<file path="config.mk">
export PLATFORM = sky130hd
export DESIGN_NAME = blk_xlate
export DESIGN_NICKNAME = d
export VERILOG_FILES = /design/src/rtl/blk_xlate_pkg.sv /design/src/rtl/blk_xlate_bank.sv /design/src/rtl/blk_xlate_match.sv /design/src/rtl/blk_xlate_pick.sv /design/src/rtl/blk_xlate.sv
export SDC_FILE = /design/constraint.sdc
export NUM_CORES = 2
export LEC_CHECK = 0
export BUFFER_PORTS_ARGS = -buffer_cell sky130_fd_sc_hd__buf_2
export CELL_PAD_IN_SITES_DETAIL_PLACEMENT = 1
export CELL_PAD_IN_SITES_GLOBAL_PLACEMENT = 2
export CORE_ASPECT_RATIO = 0.9
export CORE_UTILIZATION = 34
export DETAILED_ROUTE_END_ITERATION = 6
export GPL_TIMING_DRIVEN = 0
export PLACE_DENSITY = 0.88
export SKIP_CTS_REPAIR_TIMING = 1
export SLEW_MARGIN = 40
export SYNTH_ARGS = -nofsm -noshare
export SYNTH_HDL_FRONTEND = slang
export SYNTH_SLANG_ARGS = --single-unit
</file>
<file path="constraint.sdc">
create_clock -name clk -period 3.2 [get_ports clk]
set_input_delay 0.32 -clock clk [delete_from_list [all_inputs] [get_ports clk]]
set_output_delay 0.32 -clock clk [all_outputs]
set_load 0.05 [all_outputs]
</file>
<file path="src/rtl/blk_xlate_pkg.sv">
package blk_xlate_pkg;

  localparam int unsigned PROT_W = 2;

  typedef enum logic {
    SIDE_INSTR = 1'b0,
    SIDE_DATA  = 1'b1
  } side_e;

  localparam logic [PROT_W-1:0] PROT_NONE = 2'd0;
  localparam logic [PROT_W-1:0] PROT_RO   = 2'd1;

  function automatic logic prot_writable(input logic [PROT_W-1:0] p);
    return p > PROT_RO;
  endfunction

  function automatic logic prot_readable(input logic [PROT_W-1:0] p);
    return p != PROT_NONE;
  endfunction

endpackage

</file>
<file path="src/rtl/blk_xlate_bank.sv">
module blk_xlate_bank
  import blk_xlate_pkg::*;
#(
  parameter int unsigned ADDR_W = 32,
  parameter int unsigned NENT   = 8,
  localparam int unsigned IDX_W = (NENT > 1) ? $clog2(NENT) : 1
) (
  input  logic              clk,
  input  logic              rst_n,
  input  logic              wr_en,
  input  logic [IDX_W-1:0]  wr_idx,
  input  logic [ADDR_W-1:0] wr_base,
  input  logic [ADDR_W-1:0] wr_mask,
  input  logic [ADDR_W-1:0] wr_real,
  input  logic [PROT_W-1:0] wr_prot,
  input  logic              wr_uen,
  input  logic              wr_sen,
  output logic [ADDR_W-1:0] base_q [NENT],
  output logic [ADDR_W-1:0] mask_q [NENT],
  output logic [ADDR_W-1:0] real_q [NENT],
  output logic [PROT_W-1:0] prot_q [NENT],
  output logic [NENT-1:0]   uen_q,
  output logic [NENT-1:0]   sen_q
);

  for (genvar g = 0; g < NENT; g++) begin : g_ent
    always_ff @(posedge clk) begin
      if (!rst_n) begin
        base_q[g] <= '0;
        mask_q[g] <= '0;
        real_q[g] <= '0;
        prot_q[g] <= PROT_NONE;
        uen_q[g]  <= 1'b0;
        sen_q[g]  <= 1'b0;
      end else if (wr_en && wr_idx == IDX_W'(g)) begin
        base_q[g] <= wr_base;
        mask_q[g] <= wr_mask;
        real_q[g] <= wr_real;
        prot_q[g] <= wr_prot;
        uen_q[g]  <= wr_uen;
        sen_q[g]  <= wr_sen;
      end
    end
  end

  // a written entry shows the stored fields right after its edge
  a_r10_write_lands: assert property (@(posedge clk) disable iff (!rst_n)
    wr_en |=> (base_q[$past(wr_idx)] == $past(wr_base)) &&
              (real_q[$past(wr_idx)] == $past(wr_real)));

endmodule

</file>
<file path="src/rtl/blk_xlate_match.sv">
module blk_xlate_match
  import blk_xlate_pkg::*;
#(
  parameter int unsigned ADDR_W = 32,
  parameter int unsigned NENT   = 8
) (
  input  logic [ADDR_W-1:0] ea,
  input  logic              user,
  input  logic [ADDR_W-1:0] base [NENT],
  input  logic [ADDR_W-1:0] mask [NENT],
  input  logic [PROT_W-1:0] prot [NENT],
  input  logic [NENT-1:0]   uen,
  input  logic [NENT-1:0]   sen,
  output logic [NENT-1:0]   qual
);

  for (genvar g = 0; g < NENT; g++) begin : g_cmp
    logic mode_ok, addr_ok;
    assign mode_ok = user ? uen[g] : sen[g];
    assign addr_ok = (ea & mask[g]) == base[g];
    assign qual[g] = mode_ok && addr_ok && prot_writable(prot[g]);
  end

endmodule

</file>
<file path="src/rtl/blk_xlate_pick.sv">
module blk_xlate_pick #(
  parameter int unsigned NENT   = 8,
  localparam int unsigned IDX_W = (NENT > 1) ? $clog2(NENT) : 1
) (
  input  logic             clk,
  input  logic             rst_n,
  input  logic [NENT-1:0]  req,
  output logic [NENT-1:0]  grant,
  output logic [IDX_W-1:0] idx,
  output logic             any
);

  always_comb begin
    idx = '0;
    for (int i = NENT - 1; i >= 0; i--) begin
      if (req[i]) idx = IDX_W'(i);
    end
  end

  assign any   = |req;
  assign grant = any ? (NENT'(1) << idx) : '0;

  // at most one winner, and it is one of the requesters
  a_r7_single_grant: assert property (@(posedge clk) disable iff (!rst_n)
    $onehot0(grant) && ((grant & ~req) == '0));

  // nothing below the winner was requesting
  a_r7_lowest_wins: assert property (@(posedge clk) disable iff (!rst_n)
    any |-> ((req & (grant - NENT'(1))) == '0));

endmodule

</file>
<file path="src/rtl/blk_xlate.sv">
module blk_xlate
  import blk_xlate_pkg::*;
#(
  parameter int unsigned ADDR_W = 32,
  parameter int unsigned NENT   = 8,
  localparam int unsigned IDX_W = (NENT > 1) ? $clog2(NENT) : 1,
  localparam int unsigned NSIDE = 2
) (
  input  logic              clk,
  input  logic              rst_n,
  input  logic              wr_en,
  input  logic              wr_side,
  input  logic [IDX_W-1:0]  wr_idx,
  input  logic [ADDR_W-1:0] wr_base,
  input  logic [ADDR_W-1:0] wr_mask,
  input  logic [ADDR_W-1:0] wr_real,
  input  logic [1:0]        wr_prot,
  input  logic              wr_uen,
  input  logic              wr_sen,
  input  logic              req_valid,
  output logic              req_ready,
  input  logic              req_side,
  input  logic              req_user,
  input  logic [ADDR_W-1:0] req_ea,
  output logic              rsp_valid,
  input  logic              rsp_ready,
  output logic              rsp_hit,
  output logic [ADDR_W-1:0] rsp_real,
  output logic              rsp_rd,
  output logic              rsp_wr,
  output logic              rsp_ex
);

  logic [ADDR_W-1:0] s_base [NSIDE][NENT];
  logic [ADDR_W-1:0] s_mask [NSIDE][NENT];
  logic [ADDR_W-1:0] s_real [NSIDE][NENT];
  logic [PROT_W-1:0] s_prot [NSIDE][NENT];
  logic [NENT-1:0]   s_uen  [NSIDE];
  logic [NENT-1:0]   s_sen  [NSIDE];

  for (genvar s = 0; s < NSIDE; s++) begin : g_side
    blk_xlate_bank #(.ADDR_W(ADDR_W), .NENT(NENT)) u_bank (
      .clk     (clk),
      .rst_n   (rst_n),
      .wr_en   (wr_en && (wr_side == 1'(s))),
      .wr_idx  (wr_idx),
      .wr_base (wr_base),
      .wr_mask (wr_mask),
      .wr_real (wr_real),
      .wr_prot (wr_prot),
      .wr_uen  (wr_uen),
      .wr_sen  (wr_sen),
      .base_q  (s_base[s]),
      .mask_q  (s_mask[s]),
      .real_q  (s_real[s]),
      .prot_q  (s_prot[s]),
      .uen_q   (s_uen[s]),
      .sen_q   (s_sen[s])
    );
  end

  logic [ADDR_W-1:0] a_base [NENT];
  logic [ADDR_W-1:0] a_mask [NENT];
  logic [ADDR_W-1:0] a_real [NENT];
  logic [PROT_W-1:0] a_prot [NENT];
  logic [NENT-1:0]   a_uen, a_sen;

  always_comb begin
    for (int i = 0; i < NENT; i++) begin
      a_base[i] = s_base[req_side][i];
      a_mask[i] = s_mask[req_side][i];
      a_real[i] = s_real[req_side][i];
      a_prot[i] = s_prot[req_side][i];
    end
    a_uen = s_uen[req_side];
    a_sen = s_sen[req_side];
  end

  logic [NENT-1:0]  qual, grant;
  logic [IDX_W-1:0] win;
  logic             found;

  blk_xlate_match #(.ADDR_W(ADDR_W), .NENT(NENT)) u_match (
    .ea   (req_ea),
    .user (req_user),
    .base (a_base),
    .mask (a_mask),
    .prot (a_prot),
    .uen  (a_uen),
    .sen  (a_sen),
    .qual (qual)
  );

  blk_xlate_pick #(.NENT(NENT)) u_pick (
    .clk   (clk),
    .rst_n (rst_n),
    .req   (qual),
    .grant (grant),
    .idx   (win),
    .any   (found)
  );

  logic accept;
  assign req_ready = !rsp_valid || rsp_ready;
  assign accept    = req_valid && req_ready;

  always_ff @(posedge clk) begin
    if (!rst_n) begin
      rsp_valid <= 1'b0;
      rsp_hit   <= 1'b0;
      rsp_real  <= '0;
      rsp_rd    <= 1'b0;
      rsp_wr    <= 1'b0;
      rsp_ex    <= 1'b0;
    end else if (accept) begin
      rsp_valid <= 1'b1;
      rsp_hit   <= found;
      rsp_real  <= found ? (a_real[win] | (req_ea & ~a_mask[win])) : '0;
      rsp_rd    <= found && prot_readable(a_prot[win]);
      rsp_wr    <= found && prot_writable(a_prot[win]);
      rsp_ex    <= found;
    end else if (rsp_ready) begin
      rsp_valid <= 1'b0;
    end
  end

  // an accepted request yields a result on the next edge
  a_r9_accept_fills: assert property (@(posedge clk) disable iff (!rst_n)
    (req_valid && req_ready) |=> rsp_valid);

  // a stalled result does not move
  a_r9_stall_holds: assert property (@(posedge clk) disable iff (!rst_n)
    (rsp_valid && !rsp_ready) |=> rsp_valid && $stable(rsp_real) &&
                                  $stable(rsp_hit));

  // hits grant every permission
  a_r8_hit_perms: assert property (@(posedge clk) disable iff (!rst_n)
    (rsp_valid && rsp_hit) |-> (rsp_rd && rsp_wr && rsp_ex));

  // misses carry an all-zero result
  a_r8_miss_clean: assert property (@(posedge clk) disable iff (!rst_n)
    (rsp_valid && !rsp_hit) |-> (rsp_real == '0) && !rsp_rd && !rsp_wr && !rsp_ex);

endmodule

</file>
==> metrics.md <==
| Metric | Value |
|---|---|
| Status | complete, but fails checks |
| Violated checks | negative hold slack, negative setup slack |
| Area after DPL | 84200 µm² |
| Final worst setup slack | -1.09 ns |
| Slew at the pin with the worst max-slew slack | 1.13 ns |
| Hpwl dp | between 400 and 500 mm |
| # nets final | ~11000 |
| Worst-path maximum fanout | 10 |
| Row count | 166 |
| Vias in the first global route | just over 80000 |
| Main area contributors after synthesis | dfxtp_1, nand2_1, a21boi_0 |
| WL final | approximately 580 mm |
| Largest area contributor in the netlist | dfxtp_1 |
| Root Driver | clkbuf_16 |
| Critical path cell sequence | buf_2 -> buf_4 -> buf_4 -> nand2_1 -> xor2_1 -> nand3_1 -> nor3_2 -> o221ai_1 -> nand3_1 -> buf_2 -> o221a_2 -> o221ai_4 -> o21ai_1 |
| RSZ-0062 raised after global routing | yes |
| RD Place Congestion | ~1.1 |
| EDFF count, synth | 0 |
| Antenna-violating nets left | 0 |
| Post-route design area | around 93000 µm² |
| Residual DRC count | 0 |
| Core footprint | around 230000 µm² |
| Total die area | around 230000 µm² |
| Gr ovfl total | 0 |
| CTS tree | yes |
| R2R setup slack | -1.02 ns |
| Avg Inst Size Synth | 7.51 µm² |
| Layout Skew | around 0.044 ns |
| Area Growth Syn to Fin | 19.1% |
| Max incr delay on CP | about 0.65 ns |
| Yosys synthesis warning count | 0 |
| Via count | 85371 |
| Drt via density | approximately 6 |
| Total Routing Usage GR | between 40% and 50% |
| Chip height | ~460 µm |
| Worst Hold Launch | wr_mask[8] |
| Mapped Area | around 80000 µm² |
| Element type at the critical path start | input port |
| R2R depth | 14 |
| H-tree depth | 4 |
| Fin. Hold Viols | 7 |
| WHS Endpoint | g_side[0].u_bank.mask_q[232] |
| HP Class | in -> reg |
| Longest Clk Path Bufs | 3 |
| Most frequent cell after synthesis | nand2_1 |
| CTS Buf Count | 190 |
| Yosys top cell area share | approximately 42% |
| Worst Path Arrival | just over 5 ns |
| Synth Register Bits | 1620 |
| Ys async rst share | 0% |
| Pre-Repair DR Iteration Count | 6 |
| Top_reg_cell synth | dfxtp_1 |
| Worst setup EP type | register |
| Layout cells sized above 1 | a little under an eighth |
| Critical path class | in -> reg |
| Starting Density | 34.3% |
| Die width | 507 µm |
| Origin of the critical flop-to-flop path | g_side[0].u_bank.base_q[30] |
| First-pass GRT wire length | 740 mm |
| Number of I/O port buffers | 74 |
| Ports | approximately 180 |
| Crit share post-route | 134% |
| Clock latency on the worst-skew pair | 0.89 ns |
| Req. time, crit path | about 4 ns |
| Final setup violation count | 35 |
| Netlist cell types | between 60 and 70 |
| Initial DRC Count | ~11000 |
| Worst r2r dst | rsp_real[11] |
| DP Worst Slack | -4.02 ns |
| Worst VDD drop | between 0.5 and 0.6 mV |
| Slew headroom | 24.2% |
| Lkg Pwr | a little over 30 nW |
| Antenna violations before repair | 76 |
| PwrDens | about 530 nW/µm² |
| Syn Nets | 10523 |
| Slew Viols, Final | 0 |
| Clock transition at path regs | ~0.070 ns |
| Min Hold Slack | -0.0141 ns |
| Clock sinks | about 1600 |
| CP max-delay cell | nor3_2 |
| Most instantiated cells after synthesis | nand2_1, a21boi_0, dfxtp_1 |
| Largest net degree at the start of global routing | 17 |
| Max-cap violations | 0 |
| Post-Synthesis Cells | between 10000 and 15000 |
| Fin crit period | approximately 4.3 ns |
| Post-synthesis sequential area ratio | between 40% and 50% |
| Fmax | approximately 230 MHz |
| Drt wl/cell | between 40 and 50 µm |
| Hold depth | 3 |
==> layout by cell type, fill, tap and decap left out, types with 21 or more instances in the layout <==
master and n:
a211oi_1 150, clkbuf_8 49, nor3_1 42, clkbuf_1 626
and3b_1 93, nand4_1 72, clkinv_2 32, dfxtp_1 1591
nor3_2 28, dlygate4sd3_1 35, buf_4 48, a22oi_1 24
a211oi_2 82, o221a_2 32, xor2_1 137, a211oi_4 26
o21ai_1 38, clkbuf_16 193, o221ai_1 21, dfxtp_2 25
nor2b_1 37, o22a_1 42, and3_1 102, clkbuf_4 49
a21o_1 42, o22ai_4 32, buf_2 87, nand3_1 67
o21ai_0 64, clkbuf_2 265, inv_1 480, diode_2 52
a21oi_1 628, nand2_1 3543, mux2_4 38, mux2_2 26
nor3b_1 33, a21boi_0 1637
==> final cells by class <==
class                      count  area, µm²
antenna                       52        130
buffer                       962       4540
clock buffer                 287       5630
clock inverter                54        672
fill                       27592     135000
inverter                     481       1810
multi-input combinational   7315      42300
sequential                  1620      32500
tap                         3024       3780
timing repair buffer         162       1580
==> state kept, by name, summed over array words and instances, names as in the netlist <==
register	cells
rsp_wr	1
g_side.u_bank.prot_q	16
g_side.u_bank.base_q	512
g_side.u_bank.sen_q	16
g_side.u_bank.mask_q	512
rsp_real	32
g_side.u_bank.real_q	512
g_side.u_bank.uen_q	16
rsp_ex	1
rsp_valid	1
rsp_rd	1
==> routing by layer <==
layer  global-route usage [%]  wire length, µm  up-vias
met5                        0              195        -
met2                     68.9           236000     5081
met4                     36.7            51300       28
met3                     13.5            62100     1366
met1                     61.3           228000    43680
li1                         -                -    35216
==> report_power, final <==
part	internal, mW	switching (mW)
Clock	12.7	10.2
Sequential	20.4	0.322
Combinational	1.38	4.58
Total	34.5	15.1
==> cells by family (layout without fill, tap and decap cells) <==
family	Yosys count	after routing	share of synthesized area, %
flops	1620	1620	41.6
xor+xnor	155	155	1.74
other cells	0	52	0
buf+inv	1445	1946	7.13
compound gates	2947	2947	26.4
mux	80	80	1.29
simple gates	4133	4133	21.9
==> stage by stage <==
| step | TNS, ns | util, % | hold slack, ns | total power, mW | cells |
|---|---|---|---|---|---|
| after floorplan | 0 | - | 0.439 | 23.1 | 10380 |
| after global placement | -694.89 | 36.1 | 0.435 | 26.2 | 13478 |
| after detailed placement | -147.24 | 37.0 | 0.442 | 26.5 | 13519 |
| after CTS | -97.39 | 39.8 | -0.301 | 48.8 | 13860 |
| after global routing | -26.25 | 40.8 | 0.000652 | 50.2 | 13905 |
| final | -32.86 | 40.8 | -0.0141 | 49.6 | 13957 |
==> worst max path at each step <==
stage	start	endpoint	cells after the start
2_1_floorplan	req_side	rsp_real[22]	15
3_3_place_gp	req_side	rsp_real[11]	14
3_5_place_dp	req_ea[9]	rsp_real[11]	16
4_1_cts	req_ea[9]	rsp_real[11]	16
5_1_grt	g_side[0].u_bank.base_q[30]	rsp_real[11]	14
6_report	req_ea[5]	rsp_real[11]	13
==> critical path: cells and delay by family <==
family	cells	cell delay [ns]
buffers and inverters	4	1.66
and+or+nand+nor	4	1.40
AOI/OAI and AO/OA	4	1.16
xor gates and xnor gates	1	0.47
Power figures use the tool's default switching activity.
